$ cat config.mk
export PLATFORM = sky130hd
export DESIGN_NAME = panel_pwrup_seq
export DESIGN_NICKNAME = d
export VERILOG_FILES = /design/src/rtl/pwrseq_pkg.sv /design/src/rtl/pwrseq_step_rom.sv /design/src/rtl/pwrseq_ms_timer.sv /design/src/rtl/panel_pwrup_seq.sv
export SDC_FILE = /design/constraint.sdc
export NUM_CORES = 1
export LEC_CHECK = 0
export CAP_MARGIN = 20
export CORE_MARGIN = 4
export CORE_UTILIZATION = 40
export DETAILED_ROUTE_END_ITERATION = 8
export PLACE_DENSITY = 0.67
export SLEW_MARGIN = 20
export SYNTH_ARGS = -nofsm -noshare
export SYNTH_HDL_FRONTEND = slang
export SYNTH_SLANG_ARGS = --single-unit
$ cat constraint.sdc
create_clock -name clk -period 4.41 [get_ports clk]
set_input_delay 0.882 -clock clk [delete_from_list [all_inputs] [get_ports clk]]
set_output_delay 0.882 -clock clk [all_outputs]
set_load 0.1 [all_outputs]
$ cat src/rtl/pwrseq_pkg.sv
// Shared types and constants for the panel power-up sequencer.
// Assumes a 7-bit register address and 16-bit register data on the framer side.
package pwrseq_pkg;

    localparam int unsigned ADDR_W = 7;
    localparam int unsigned DATA_W = 16;
    localparam int unsigned IDX_W  = 5;

    // Step positions the control logic depends on
    localparam logic [IDX_W-1:0] IDX_UNW_DISP  = 5'd24;
    localparam logic [IDX_W-1:0] IDX_UNW_FULL  = 5'd26;
    localparam logic [IDX_W-1:0] IDX_UNW_SHORT = 5'd27;

    // Register addresses
    localparam logic [ADDR_W-1:0] A_PWR1  = 7'h09;
    localparam logic [ADDR_W-1:0] A_PWR2  = 7'h0A;
    localparam logic [ADDR_W-1:0] A_GATE2 = 7'h05;
    localparam logic [ADDR_W-1:0] A_GAMMA = 7'h10;

    // Field values
    localparam logic [DATA_W-1:0] P1_VCOM_OFF = 16'h4000;
    localparam logic [DATA_W-1:0] P1_CURRENTS = 16'h0055;
    localparam logic [DATA_W-1:0] P1_VCOM_OUT = 16'h0800;
    localparam logic [DATA_W-1:0] P1_PWR_ON   = 16'h0200;
    localparam logic [DATA_W-1:0] P2_VCOML_EN = 16'h2000;
    localparam logic [DATA_W-1:0] G2_BASE     = 16'h4003;
    localparam logic [DATA_W-1:0] G2_DISP_ON  = 16'h1000;

    typedef enum logic [2:0] {DLY_NONE, DLY_RESET, DLY_SETTLE, DLY_FRAMES, DLY_UNWIND} dly_e;
    typedef enum logic [1:0] {CHK_NONE, CHK_NOW, CHK_GROUP} chk_e;
    typedef enum logic [1:0] {RB_NONE, RB_SHORT, RB_FULL, RB_DISP} rb_e;

    typedef struct packed {
        logic [ADDR_W-1:0] addr;
        logic [DATA_W-1:0] data;
        dly_e              dly;
        chk_e              chk;
        rb_e               rb;
        logic              last;
    } step_t;

endpackage

$ cat src/rtl/pwrseq_step_rom.sv
// Combinational step table: maps a step index to the write, the pause after it,
// how its error is judged and where a failure rejoins the unwind list.
// Assumes indices 0..23 form the power-up list and 24..27 the unwind list.
module pwrseq_step_rom
    import pwrseq_pkg::*;
(
    input  logic [IDX_W-1:0] idx,
    output step_t            step
);

    // Gamma curve values, indexed from the first gamma register
    function automatic logic [DATA_W-1:0] gamma_val(input logic [3:0] g);
        case (g)
            4'd0:    return 16'h0103;
            4'd1:    return 16'h0301;
            4'd2:    return 16'h1F0F;
            4'd3:    return 16'h1F0F;
            4'd4:    return 16'h0707;
            4'd5:    return 16'h0307;
            4'd6:    return 16'h0707;
            4'd8:    return 16'h0004;
            default: return 16'h0000;
        endcase
    endfunction

    // Decode one table row
    always_comb begin
        logic [IDX_W-1:0] gi;
        gi   = idx - 5'd12;
        step = '{addr: A_PWR1, data: '0, dly: DLY_NONE, chk: CHK_NONE, rb: RB_FULL, last: 1'b0};
        case (idx)
            5'd0:  begin step.data = '0;                       step.dly = DLY_RESET;  step.chk = CHK_NOW; step.rb = RB_SHORT; end
            5'd1:  begin step.data = P1_VCOM_OFF;              step.chk = CHK_NOW;    step.rb = RB_SHORT; end
            5'd2:  begin step.addr = A_PWR2; step.data = P2_VCOML_EN; step.chk = CHK_NOW; end
            5'd3:  begin step.data = P1_VCOM_OFF | P1_CURRENTS; step.dly = DLY_SETTLE; step.chk = CHK_NOW; end
            5'd4:  begin step.addr = 7'h01; step.data = 16'h409D; end
            5'd5:  begin step.addr = 7'h02; step.data = 16'h0204; end
            5'd6:  begin step.addr = 7'h03; step.data = 16'h0100; end
            5'd7:  begin step.addr = 7'h04; step.data = 16'h3000; end
            5'd8:  begin step.addr = A_GATE2; step.data = G2_BASE; end
            5'd9:  begin step.addr = 7'h06; step.data = 16'h000A; end
            5'd10: begin step.addr = 7'h07; step.data = 16'h0021; end
            5'd11: begin step.addr = 7'h08; step.data = 16'h0C00; end
            5'd22: begin step.data = P1_VCOM_OFF | P1_VCOM_OUT | P1_PWR_ON | P1_CURRENTS; step.rb = RB_DISP; end
            5'd23: begin step.addr = A_GATE2; step.data = G2_BASE | G2_DISP_ON; step.chk = CHK_GROUP; step.rb = RB_DISP; step.last = 1'b1; end
            5'd24: begin step.data = P1_VCOM_OFF | P1_CURRENTS; step.rb = RB_NONE; end
            5'd25: begin step.addr = A_GATE2; step.data = G2_BASE; step.rb = RB_NONE; end
            5'd26: begin step.addr = A_PWR2; step.data = '0; step.dly = DLY_UNWIND; step.rb = RB_NONE; end
            5'd27: begin step.data = P1_VCOM_OFF; step.rb = RB_NONE; step.last = 1'b1; end
            default: begin
                step.addr = A_GAMMA + ADDR_W'(gi);
                step.data = gamma_val(gi[3:0]);
                if (idx == 5'd21) begin
                    step.dly = DLY_FRAMES;
                    step.chk = CHK_GROUP;
                end
            end
        endcase
    end

endmodule

$ cat src/rtl/pwrseq_ms_timer.sv
// Millisecond pause timer: a prescaler of CYCLES_PER_MS cycles drives a
// down-counter of milliseconds. Assumes load is only pulsed while expired is high.
module pwrseq_ms_timer #(
    parameter int unsigned CYCLES_PER_MS = 50000,
    parameter int unsigned MS_W          = 6
) (
    input  logic            clk,
    input  logic            rst_n,
    input  logic            load,
    input  logic [MS_W-1:0] load_ms,
    output logic            expired
);

    localparam int unsigned     PRE_W    = $clog2(CYCLES_PER_MS + 1);
    localparam logic [PRE_W-1:0] PRE_LAST = PRE_W'(CYCLES_PER_MS - 1);

    logic [PRE_W-1:0] pre_q;
    logic [MS_W-1:0]  ms_q;

    // Count cycles into milliseconds and milliseconds down to zero
    always_ff @(posedge clk) begin
        if (!rst_n) begin
            pre_q <= '0;
            ms_q  <= '0;
        end else if (load) begin
            pre_q <= '0;
            ms_q  <= load_ms;
        end else if (ms_q != '0) begin
            if (pre_q == PRE_LAST) begin
                pre_q <= '0;
                ms_q  <= ms_q - 1'b1;
            end else begin
                pre_q <= pre_q + 1'b1;
            end
        end
    end

    assign expired = (ms_q == '0);

endmodule

$ cat src/rtl/panel_pwrup_seq.sv
// Panel power-up sequencer: walks the step table, hands each write to the
// framer, pauses where the table says so, and on an error jumps into the
// unwind list at the entry chosen by the failing step.
// Assumes wr_ready/wr_err are meaningful only while wr_req is high.
module panel_pwrup_seq
    import pwrseq_pkg::*;
#(
    parameter int unsigned CYCLES_PER_MS = 50000,
    parameter int unsigned MS_RESET      = 15,
    parameter int unsigned MS_SETTLE     = 55,
    parameter int unsigned MS_FRAMES     = 20,
    parameter int unsigned MS_UNWIND     = 1
) (
    input  logic              clk,
    input  logic              rst_n,
    input  logic              start,
    output logic              wr_req,
    output logic [ADDR_W-1:0] wr_addr,
    output logic [DATA_W-1:0] wr_data,
    input  logic              wr_ready,
    input  logic              wr_err,
    output logic              busy,
    output logic              done,
    output logic              fail
);

    localparam int unsigned MAX_AB = (MS_RESET > MS_SETTLE) ? MS_RESET : MS_SETTLE;
    localparam int unsigned MAX_CD = (MS_FRAMES > MS_UNWIND) ? MS_FRAMES : MS_UNWIND;
    localparam int unsigned MS_MAX = (MAX_AB > MAX_CD) ? MAX_AB : MAX_CD;
    localparam int unsigned MS_W   = $clog2(MS_MAX + 1);

    typedef enum logic [1:0] {ST_IDLE, ST_ISSUE, ST_WAIT} state_e;

    state_e           state_q;
    logic [IDX_W-1:0] idx_q;
    logic             unwind_q;
    logic             acc_err_q;
    logic             done_q;
    logic             fail_q;

    step_t            cur;
    logic             accept;
    logic             grp_err;
    logic             bad;
    logic [IDX_W-1:0] rb_idx;
    logic             tmr_load;
    logic [MS_W-1:0]  tmr_ms;
    logic             tmr_expired;

    pwrseq_step_rom u_rom (
        .idx  (idx_q),
        .step (cur)
    );

    pwrseq_ms_timer #(
        .CYCLES_PER_MS (CYCLES_PER_MS),
        .MS_W          (MS_W)
    ) u_tmr (
        .clk     (clk),
        .rst_n   (rst_n),
        .load    (tmr_load),
        .load_ms (tmr_ms),
        .expired (tmr_expired)
    );

    // Judge the completing write and pick the unwind entry
    always_comb begin
        accept  = (state_q == ST_ISSUE) && wr_ready;
        grp_err = acc_err_q | wr_err;
        bad     = !unwind_q && (((cur.chk == CHK_NOW) && wr_err) ||
                                ((cur.chk == CHK_GROUP) && grp_err));
        case (cur.rb)
            RB_DISP:  rb_idx = IDX_UNW_DISP;
            RB_FULL:  rb_idx = IDX_UNW_FULL;
            default:  rb_idx = IDX_UNW_SHORT;
        endcase
    end

    // Select the pause length and start the timer on a clean completion
    always_comb begin
        case (cur.dly)
            DLY_RESET:  tmr_ms = MS_W'(MS_RESET);
            DLY_SETTLE: tmr_ms = MS_W'(MS_SETTLE);
            DLY_FRAMES: tmr_ms = MS_W'(MS_FRAMES);
            DLY_UNWIND: tmr_ms = MS_W'(MS_UNWIND);
            default:    tmr_ms = '0;
        endcase
        tmr_load = accept && !bad && (cur.dly != DLY_NONE);
    end

    // Sequence control: idle, issue a write, pause
    always_ff @(posedge clk) begin
        if (!rst_n) begin
            state_q   <= ST_IDLE;
            idx_q     <= '0;
            unwind_q  <= 1'b0;
            acc_err_q <= 1'b0;
            done_q    <= 1'b0;
            fail_q    <= 1'b0;
        end else begin
            case (state_q)
                ST_IDLE: begin
                    if (start) begin
                        state_q   <= ST_ISSUE;
                        idx_q     <= '0;
                        unwind_q  <= 1'b0;
                        acc_err_q <= 1'b0;
                        done_q    <= 1'b0;
                        fail_q    <= 1'b0;
                    end
                end
                ST_ISSUE: begin
                    if (wr_ready) begin
                        if (bad) begin
                            idx_q     <= rb_idx;
                            unwind_q  <= 1'b1;
                            acc_err_q <= 1'b0;
                        end else if (cur.last) begin
                            state_q <= ST_IDLE;
                            done_q  <= !unwind_q;
                            fail_q  <= unwind_q;
                        end else begin
                            idx_q     <= idx_q + 5'd1;
                            acc_err_q <= (cur.chk == CHK_NONE) && !unwind_q && grp_err;
                            state_q   <= (cur.dly != DLY_NONE) ? ST_WAIT : ST_ISSUE;
                        end
                    end
                end
                ST_WAIT: begin
                    if (tmr_expired) state_q <= ST_ISSUE;
                end
                default: state_q <= ST_IDLE;
            endcase
        end
    end

    assign wr_req  = (state_q == ST_ISSUE);
    assign wr_addr = cur.addr;
    assign wr_data = cur.data;
    assign busy    = (state_q != ST_IDLE);
    assign done    = done_q;
    assign fail    = fail_q;

endmodule

Word-level counts from Yosys, hierarchy flattened
Memories as Yosys holds them, arrays and structs flattened.
Index checks and enable logic that the tools add are counted.

storage, ports and cells
  memories = 1
  bits in latches = 0
  bits of input ports = 5
  memory bits (read-only) = 144
  RAM bits = 0
  output and inout port bits = 27
  bits in registers = 33

memory list
  memory            depth  width  rd ports  clocked after memory_dff  write ports  RTL line               source
  (name not given)  16     9      1         0                         0            pwrseq_step_rom.sv:13  case (g)

operators by class
  bitwise logic cells = 2
  shifts and indexed selects = 0
  multipliers = 0
  muxes and demuxes = 41
  div/mod/pow operators = 0
  $lt $le $gt $ge = 0
  add/sub/neg operators = 5
  eq/ne operators = 36
  reduce and logical (&&, ||, !) cells = 41

operators with widths
  cell                     count
  $pmux W16 S14            1
  $pmux W7 S10             1
  $eq A5 B5 Y1 const B     7
  $pmux W6 S4              1
  $eq A5 B3 Y1 const B     4
  $eq A5 B4 Y1 const B     4
  $mux W5                  4
  $mux W6                  3
  $pmux W2 S3              3
  $reduce_or A2 Y1         9
  $add A16 B1 Y16 const B  1
  $eq A16 B16 Y1 const B   1
  $mux W16                 1
  $reduce_or A15 Y1        1
  $mux W1                  13
  $reduce_or A13 Y1        1
  $mux W2                  6
  $pmux W3 S4              1
  $reduce_and A4 Y1        3
  $eq A5 B2 Y1 const B     2
  $pmux W5 S2              1
  $eq A2 B2 Y1 const B     4
  $logic_and A1 B1 Y1      8
  $pmux W1 S2              4
  29 further kinds         41

Depth between registers and ports, before layout
Gate-level depths: netlist of the first run.

  depth in word-level cells = 12
  depth in mapped cells = 11
  mapped depth without buffers = 8

By module
Synthesis of the first run repeated with hierarchy kept, for this count alone.

second synthesis, totals
  cells, all modules = 357
  area, all modules = 2792.7 um2

by module, submodules not included
  module           area each (um2)  times used  cells each  sequential area each (um2)
  pwrseq_ms_timer  1207.4           1           136         440.4
  panel_pwrup_seq  795.8            1           96          220.2
  pwrseq_step_rom  789.5            1           125         0.0

Worst setup path after synthesis of the first run
OpenSTA, ideal clock, no wires.

  kind = register to output
  start = register idx_q[0]
  end = output port wr_data[9]
  buffers on the path = 2
  arrival time = 4782 ps
  cell stages (with the launch flop) = 11
  data required time = 3528 ps
  slack = -1254 ps
  cells stage by stage = dfxtp_1 inv_1 ha_1 and3b_1 a221o_1 buf_6 nor2_1 o311ai_0 clkbuf_1 a211o_1 o21ai_0

on the way
  word-level cells in the longest chain between the ends = 3

RTL lines
  what                                                RTL line                source
  from (decl)                                         panel_pwrup_seq.sv:35   logic [IDX_W-1:0] idx_q;
  from (signal assigned)                              panel_pwrup_seq.sv:115  idx_q <= rb_idx;
  from (signal assigned)                              panel_pwrup_seq.sv:123  idx_q <= idx_q + 5'd1;
  $sub A5 B4 Y5 (tied with other cells)               pwrseq_step_rom.sv:29   gi = idx - 5'd12;
  $mem_v2 Z16 W9 or $reduce_or A2 Y1 (tied branches)  --
  $pmux W16 S14 *                                     pwrseq_step_rom.sv:31   case (idx)
  to (decl)                                           panel_pwrup_seq.sv:19   output logic [DATA_W-1:0] wr_data,

Mark *: on every way between the ends. The rest lies on a longest branch, timed or not.

Worst setup path in the final report of the first run
  start = register idx_q[0]
  end = output port wr_data[1]

Same word-level chain as after synthesis.

==> results.py, run 1 <==
metrics = {
    "status": {
        "status": "finished clean",
    },
    "cells_and_area": {
        "regArea_um2": 662,
        "multi_input_area_um2": 1750,
        "fin_area_um2": 3080,
        "nNetsFinal": 367,
        "drive_gt1_share_pct": 14.3,
        "fillers": 592,
        "finalNonFillerCells": 425,
        "area_growth_syn_to_layout_pct": 21.8,
        "utilization_pct": 51.1,
        "diodes": 0,
    },
    "global_routing": {
        "gr-total-overflow": 0,
        "grt_pass1_vias": 2442,
        "grt_usage_pct": 18.2,
        "grt_pass1_wl_mm": 11.3,
        "grt_max_degree": 19,
        "antenna_found_initial": 0,
    },
    "sta": {
        "fin_crit_ns": 4.20,
        "hold_violations": 0,
        "setup_ws_ns": 0.211,
        "drv_slew": 0,
        "relSlewSlack_pct": 34.9,
        "rsz0062_at_grt": "false",
        "fin_hold_ws_ns": 0.486,
        "tns_ns": 0,
        "setup_viol": 0,
        "worst_slew_pin_slew_ns": 0.973,
        "max_freq_mhz": 238,
        "fin_crit_sh_pct": 95.2,
        "fin_worst_skew_ns": 0.00642,
    },
    "route": {
        "ant_nets": 0,
        "via_per_inst": 5.78,
        "vias": 2458,
        "wirelength_mm": 6.51,
        "drtIter0Drc": 111,
        "drc_errors": 0,
        "post_drt_wl_per_cell_um": 15.3,
        "drt_first_pass_iters": 4,
    },
    "run": {
        "maxCapViolations": 0,
    },
    "worst_setup_path": {
        "crit_path_end_kind": "output port",
        "r2r-end": "u_tmr.pre_q[15]",
        "crit_family": "compound AO/OA/AOI/OAI gates",
        "cpPeakStageDelay_ns": 0.48,
        "r2r-start": "idx_q[0]",
        "cp-start-kind": "register",
        "crit_required_ns": 3.53,
        "critPathKind": "reg -> out",
        "cp_num_buf_inv": 3,
        "critPathMaxFanout": 12,
        "r2r_cells": 8,
        "arrival_ns": 3.32,
        "ff2ff_setup_slack_ns": 1.01,
        "path_cells": "inv_1 > ha_1 > a22o_1 > a221o_1 > nor2_1 > o311ai_1 > buf_4 > a211o_1 > o221ai_4 > buf_12",
        "cp_slowest_cell": "dfxtp_1",
    },
    "synth": {
        "ys_seq_area_share_pct": 26.1,
        "post_synth.cell_area_avg_um2": 7.68,
        "yosys_warnings": 0,
        "ys_ff_latch": 33,
        "ys.flop_type": "dfxtp_1",
        "syn_inst": 329,
        "synth_edf_count": 0,
        "synthesis.area_um2": 2530,
        "synth_cell_types": 64,
        "ys_async_sr_fraction_pct": 0,
    },
    "power": {
        "powerDensity_nw_per_um2": 596,
        "max-vdd-ir-drop_mv": 0.641,
        "power.total_mw": 1.84,
        "p_leak_nw": 1.14,
    },
    "clock_network": {
        "htreeDepth": 2,
        "numClockSinks": 33,
        "cts_buffers": 5,
        "cts_tree": "yes",
        "clk_latency_ns": 0.29,
        "post_cts_buffers": 0,
        "root_buffer": "clkbuf_8",
        "cts_hold_buffers": 0,
        "clk_path_buf_depth": 2,
        "path_clk_slew_ns": 0.07,
    },
    "placement": {
        "hpwl_mm": 4.91,
        "place_ws_ns": 0.471,
        "dp_cells": 417,
        "io_buffers": 29,
        "placed_area_um2": 3000,
        "gp_congestion": 0.938,
    },
    "min_path": {
        "holdPathStages": 2,
        "min_to": "done",
        "hp-start": "done",
        "min_path_type": "reg -> reg",
    },
    "floorplan": {
        "die_x_um": 87.5,
        "fp.dieH_um": 87.5,
        "row_count": 28,
        "initial_utilization_pct": 41.9,
        "pin_count": 32,
        "coreArea_um2": 6030,
        "fp.dieArea_um2": 7650,
    },
}
==> worst register-to-register path: stages, from the launching register on <==
cell      delay (ns)
dfxtp_1         0.48
inv_1           0.15
ha_1            0.39
a22o_1          0.28
a221o_1         0.47
nor4_4          0.62
o22a_2          0.43
o211ai_2        0.30
nor2_1          0.21
==> flip-flops by register name, indices dropped and copies added, names as in the netlist <==
signal,count
u_tmr.pre_q,16
idx_q,5
acc_err_q,1
unwind_q,1
u_tmr.ms_q,6
done,1
state_q,2
fail,1
==> how the worst max path moves through the flow <==
stage | startpoint | end | slack (ns) | cells after the start
floorplan | idx_q[1] | wr_addr[0] | -0.50 | 10
global placement | idx_q[2] | wr_data[1] | 0.54 | 10
detailed placement | idx_q[2] | wr_data[1] | 0.47 | 10
CTS | idx_q[2] | wr_data[1] | 0.16 | 10
global route | idx_q[0] | wr_data[1] | 0.01 | 10
finish | idx_q[0] | wr_data[1] | 0.21 | 10
==> cell usage after synthesis, types with 3 or more instances <==
library cell | number | share of area (%)
nand4_1 | 6 | 1.5
buf_4 | 3 | 0.89
a21boi_0 | 3 | 0.89
o211ai_1 | 5 | 1.5
nand2_1 | 28 | 4.2
nand3_1 | 14 | 2.8
and3_1 | 4 | 0.99
nor2b_1 | 3 | 0.74
ha_1 | 13 | 6.4
nor3_1 | 10 | 2.0
a31oi_1 | 4 | 0.99
nand2b_1 | 5 | 1.2
xor2_1 | 7 | 2.4
inv_1 | 14 | 2.1
mux2i_1 | 3 | 1.2
a21oi_1 | 16 | 3.2
or2_2 | 3 | 0.74
o31ai_1 | 3 | 0.89
buf_2 | 3 | 0.59
dfxtp_1 | 33 | 26
nor2_1 | 47 | 7.0
clkbuf_1 | 12 | 1.8
a211o_1 | 3 | 1.0
a211oi_1 | 3 | 0.89
o21ai_0 | 17 | 3.4
xnor2_1 | 15 | 5.2
and2_1 | 3 | 0.74
==> power by group <==
group / switching [mW] / internal [mW]
registers: 0.0344 / 0.325
clock network: 0.113 / 0.109
logic: 0.863 / 0.390
total: 1.01 / 0.824
==> layout make-up <==
class / instances / area share (%)
Clock buffer: 6 / 2.36
Clock inverter: 2 / 0.325
Inverter: 14 / 1.71
Multi-Input combinational cell: 263 / 56.9
Sequential cell: 33 / 21.5
Tap cell: 75 / 3.05
Timing Repair Buffer: 32 / 14.1
==> layer usage <==
layer,vias to the layer above,track usage (%),share of wire (%),routed length [um]
met2,69,31.2,49,3210
met5,-,0,0,0
met4,0,5.58,1.6,101
met3,13,3.69,4.8,311
met1,1154,22.7,44,2890
li1,1222,-,-,-
==> cells by family (layout without fill, tap and decap cells) <==
family          Yosys count  count (layout)  synth area share (%)
compound gates           83              83                  24.3
xor+xnor                 22              22                  7.62
fa+ha+maj                13              13                  6.44
buf+inv                  34              54                  5.94
flops                    33              33                  26.1
mux                       3               3                  1.19
other cells               1               2                 0.148
simple gates            140             140                  28.3
==> timing repair <==
item	in CTS	in global routing
resized for setup	0	1
hold endpoints to repair	0	0
setup endpoints to repair	0	2
==> layout by cell type (no fill, tap or decap), drive strengths merged, types with 5 or more instances in the layout <==
cell           synthesis  routed
o21ai                 18      18
nand3                 14      14
xor2                   7       7
buf                    8      24
nand2                 28      28
nor2                  47      47
inv                   14      14
dfxtp                 33      33
nand2b                 5       5
xnor2                 15      15
clkdlybuf4s50          0       8
clkbuf                12       6
o211ai                 6       6
a21oi                 16      16
ha                    13      13
nand4                  6       6
nor3                  10      10
No activity file was read; power rests on OpenSTA's default activity.
==> run 2, diff against run 1 <==
--- a/config.mk
+++ b/config.mk
@@ -10,7 +10,6 @@
 export CORE_UTILIZATION = 40
 export DETAILED_ROUTE_END_ITERATION = 8
 export PLACE_DENSITY = 0.67
-export SLEW_MARGIN = 20
 export SYNTH_ARGS = -nofsm -noshare
 export SYNTH_HDL_FRONTEND = slang
 export SYNTH_SLANG_ARGS = --single-unit
==> results of run 2 <==
Same layout as run 1: the final DEF is identical, and so are final timing and power.
==> run 3, diff against run 2 <==
--- a/config.mk
+++ b/config.mk
@@ -9,7 +9,8 @@
 export CORE_MARGIN = 4
 export CORE_UTILIZATION = 40
 export DETAILED_ROUTE_END_ITERATION = 8
-export PLACE_DENSITY = 0.67
+export DONT_BUFFER_PORTS = 1
+export PLACE_DENSITY = 0.6
 export SYNTH_ARGS = -nofsm -noshare
 export SYNTH_HDL_FRONTEND = slang
 export SYNTH_SLANG_ARGS = --single-unit
==> run 3 against run 2 <==
Cell area fell by 0.85%. Total power rose by 0.88%. Sequential share of layout area rose by 0.14 points. Critical path type unchanged.
==> results.py, run 3 (synthesis gave the netlist of run 1 again) <==
metrics = {
    "power": {
        "comb_power_share_pct": 68.0,
        "p_clk_share_pct": 11.8,
        "p_leak_nw": 1.12,
        "powerDensity_nw_per_um2": 606,
        "internal_power_uw": 832,
        "max-vdd-ir-drop_mv": 0.870,
        "switching_power_mw": 1.02,
        "power.total_mw": 1.85,
        "p_sw_share_pct": 55.1,
        "seq_power_share_pct": 20.2,
    },
    "sta": {
        "hold_violations": 0,
        "worst_slew_pin_slew_ns": 1.02,
        "rsz0062_at_grt": "false",
        "relSlewSlack_pct": 31.7,
        "setup_viol": 0,
        "drv_slew": 0,
        "fin_crit_ns": 4.21,
        "setup_ws_ns": 0.199,
        "max_freq_mhz": 237,
        "fin_worst_skew_ns": 0.00510,
        "fin_hold_ws_ns": 0.518,
        "fin_crit_sh_pct": 95.5,
    },
    "clock_network": {
        "root_buffer": "clkbuf_8",
        "htreeDepth": 2,
        "cts_tree": "yes",
        "numClockSinks": 33,
        "clk_path_buf_depth": 2,
        "cts_buffers": 5,
        "clk_latency_ns": 0.28,
        "post_cts_buffers": 0,
        "path_clk_slew_ns": 0.06,
        "cts_hold_buffers": 0,
        "ctsResizeCount": 0,
    },
    "route": {
        "wirelength_mm": 6.50,
        "ant_nets": 0,
        "vias": 2413,
        "via_per_inst": 5.80,
        "drt_first_pass_iters": 4,
        "drc_errors": 0,
        "post_drt_wl_per_cell_um": 15.6,
        "drtIter0Drc": 114,
    },
    "floorplan": {
        "pin_count": 32,
        "initial_utilization_pct": 41.9,
        "fp.dieH_um": 87.5,
        "row_count": 28,
        "die_x_um": 87.5,
        "coreArea_um2": 6030,
        "fp.dieArea_um2": 7650,
    },
    "worst_setup_path": {
        "critPathKind": "reg -> out",
        "crit_required_ns": 3.53,
        "cp-start-kind": "register",
        "cp-startpoint": "idx_q[0]",
        "r2r-start": "idx_q[2]",
        "crit_path_end_kind": "output port",
        "arrival_ns": 3.33,
        "critPathMaxFanout": 12,
    },
    "placement": {
        "hpwl_mm": 5.01,
        "dp_cells": 408,
        "io_buffers": 0,
        "gp_congestion": 0.899,
        "place_ws_ns": 0.557,
    },
    "status": {
        "status": "finished clean",
    },
    "cells_and_area": {
        "finalNonFillerCells": 416,
        "utilization_pct": 50.7,
        "top_regs": "u_tmr.pre_q: 16 flops, u_tmr.ms_q: 6 flops, idx_q: 5 flops",
        "largest-register": "u_tmr.pre_q",
        "area_growth_syn_to_layout_pct": 20.8,
        "largest_register_ff_count": 16,
        "final_cell_mix": "nor2_1 (45), dfxtp_1 (33), nand2_1 (28)",
        "mostFrequentLayoutCell": "nor2_1",
        "nNetsFinal": 358,
        "drive_gt1_share_pct": 16.7,
        "diodes": 0,
    },
    "global_routing": {
        "grt_usage_pct": 17.8,
        "grt_pass1_vias": 2257,
        "gr-total-overflow": 0,
        "grt_pass1_wl_mm": 11.1,
        "grt_max_degree": 17,
        "antenna_found_initial": 0,
    },
    "min_path": {
        "min_path_type": "reg -> reg",
        "hp-start": "u_tmr.pre_q[1]",
    },
    "run": {
        "maxCapViolations": 0,
    },
}
-- run 3: metrics by stage --
stage                     TNS [ns]  cell area [um^2]
final                            0              3050
after global routing             0              3050
after CTS                        0              3050
after detailed placement         0              2970
after global placement           0              2970
after floorplan              -2.14              2560
-- run 3: final timing paths --
check / end / slack (ns) / cells past startpoint
worst max-delay path: wr_data[1] / 0.20 / 10
worst min-delay path: u_tmr.pre_q[1] / 0.52 / 2
worst max register to register: u_tmr.pre_q[6] / 0.80 / 9
worst min register to register: u_tmr.pre_q[1] / 0.52 / 2
-- run 3: power by group through the flow --
stage	sequential [mW]	combinational (mW)	clock, mW
floorplan	0.368	0.888	0
global route	0.380	1.32	0.241
CTS	0.374	1.26	0.224
global placement	0.380	1.26	0
finish	0.374	1.26	0.218
detailed placement	0.380	1.26	0
-- run 3: cell type report --
type	instances	area (um^2)
inverter	14	52.6
clock buffer	6	72.6
multi-input combinational	263	1800
clock inverter	2	10.0
timing repair buffer	23	365
tap	75	93.8
fill	602	2970
sequential	33	661
-- run 3: metal layers --
layer  vias up  wire length, um  global-route usage (%)
li1       1206                -                       -
met1      1150             3060                    23.7
met2        47             3050                    28.6
met3        10              311                    4.35
met4         0               77                    4.32
met5         -                0                       0
-- run 3: worst max-delay path, stage by stage, from the launching register on --
cell and delay (ns):
dfxtp_1 0.49, inv_1 0.15, ha_1 0.38, nor2_1 0.35
o221ai_1 0.33, nor2_1 0.20, o311ai_2 0.15, buf_4 0.23
a211o_1 0.35, o221ai_4 0.22, buf_12 0.20
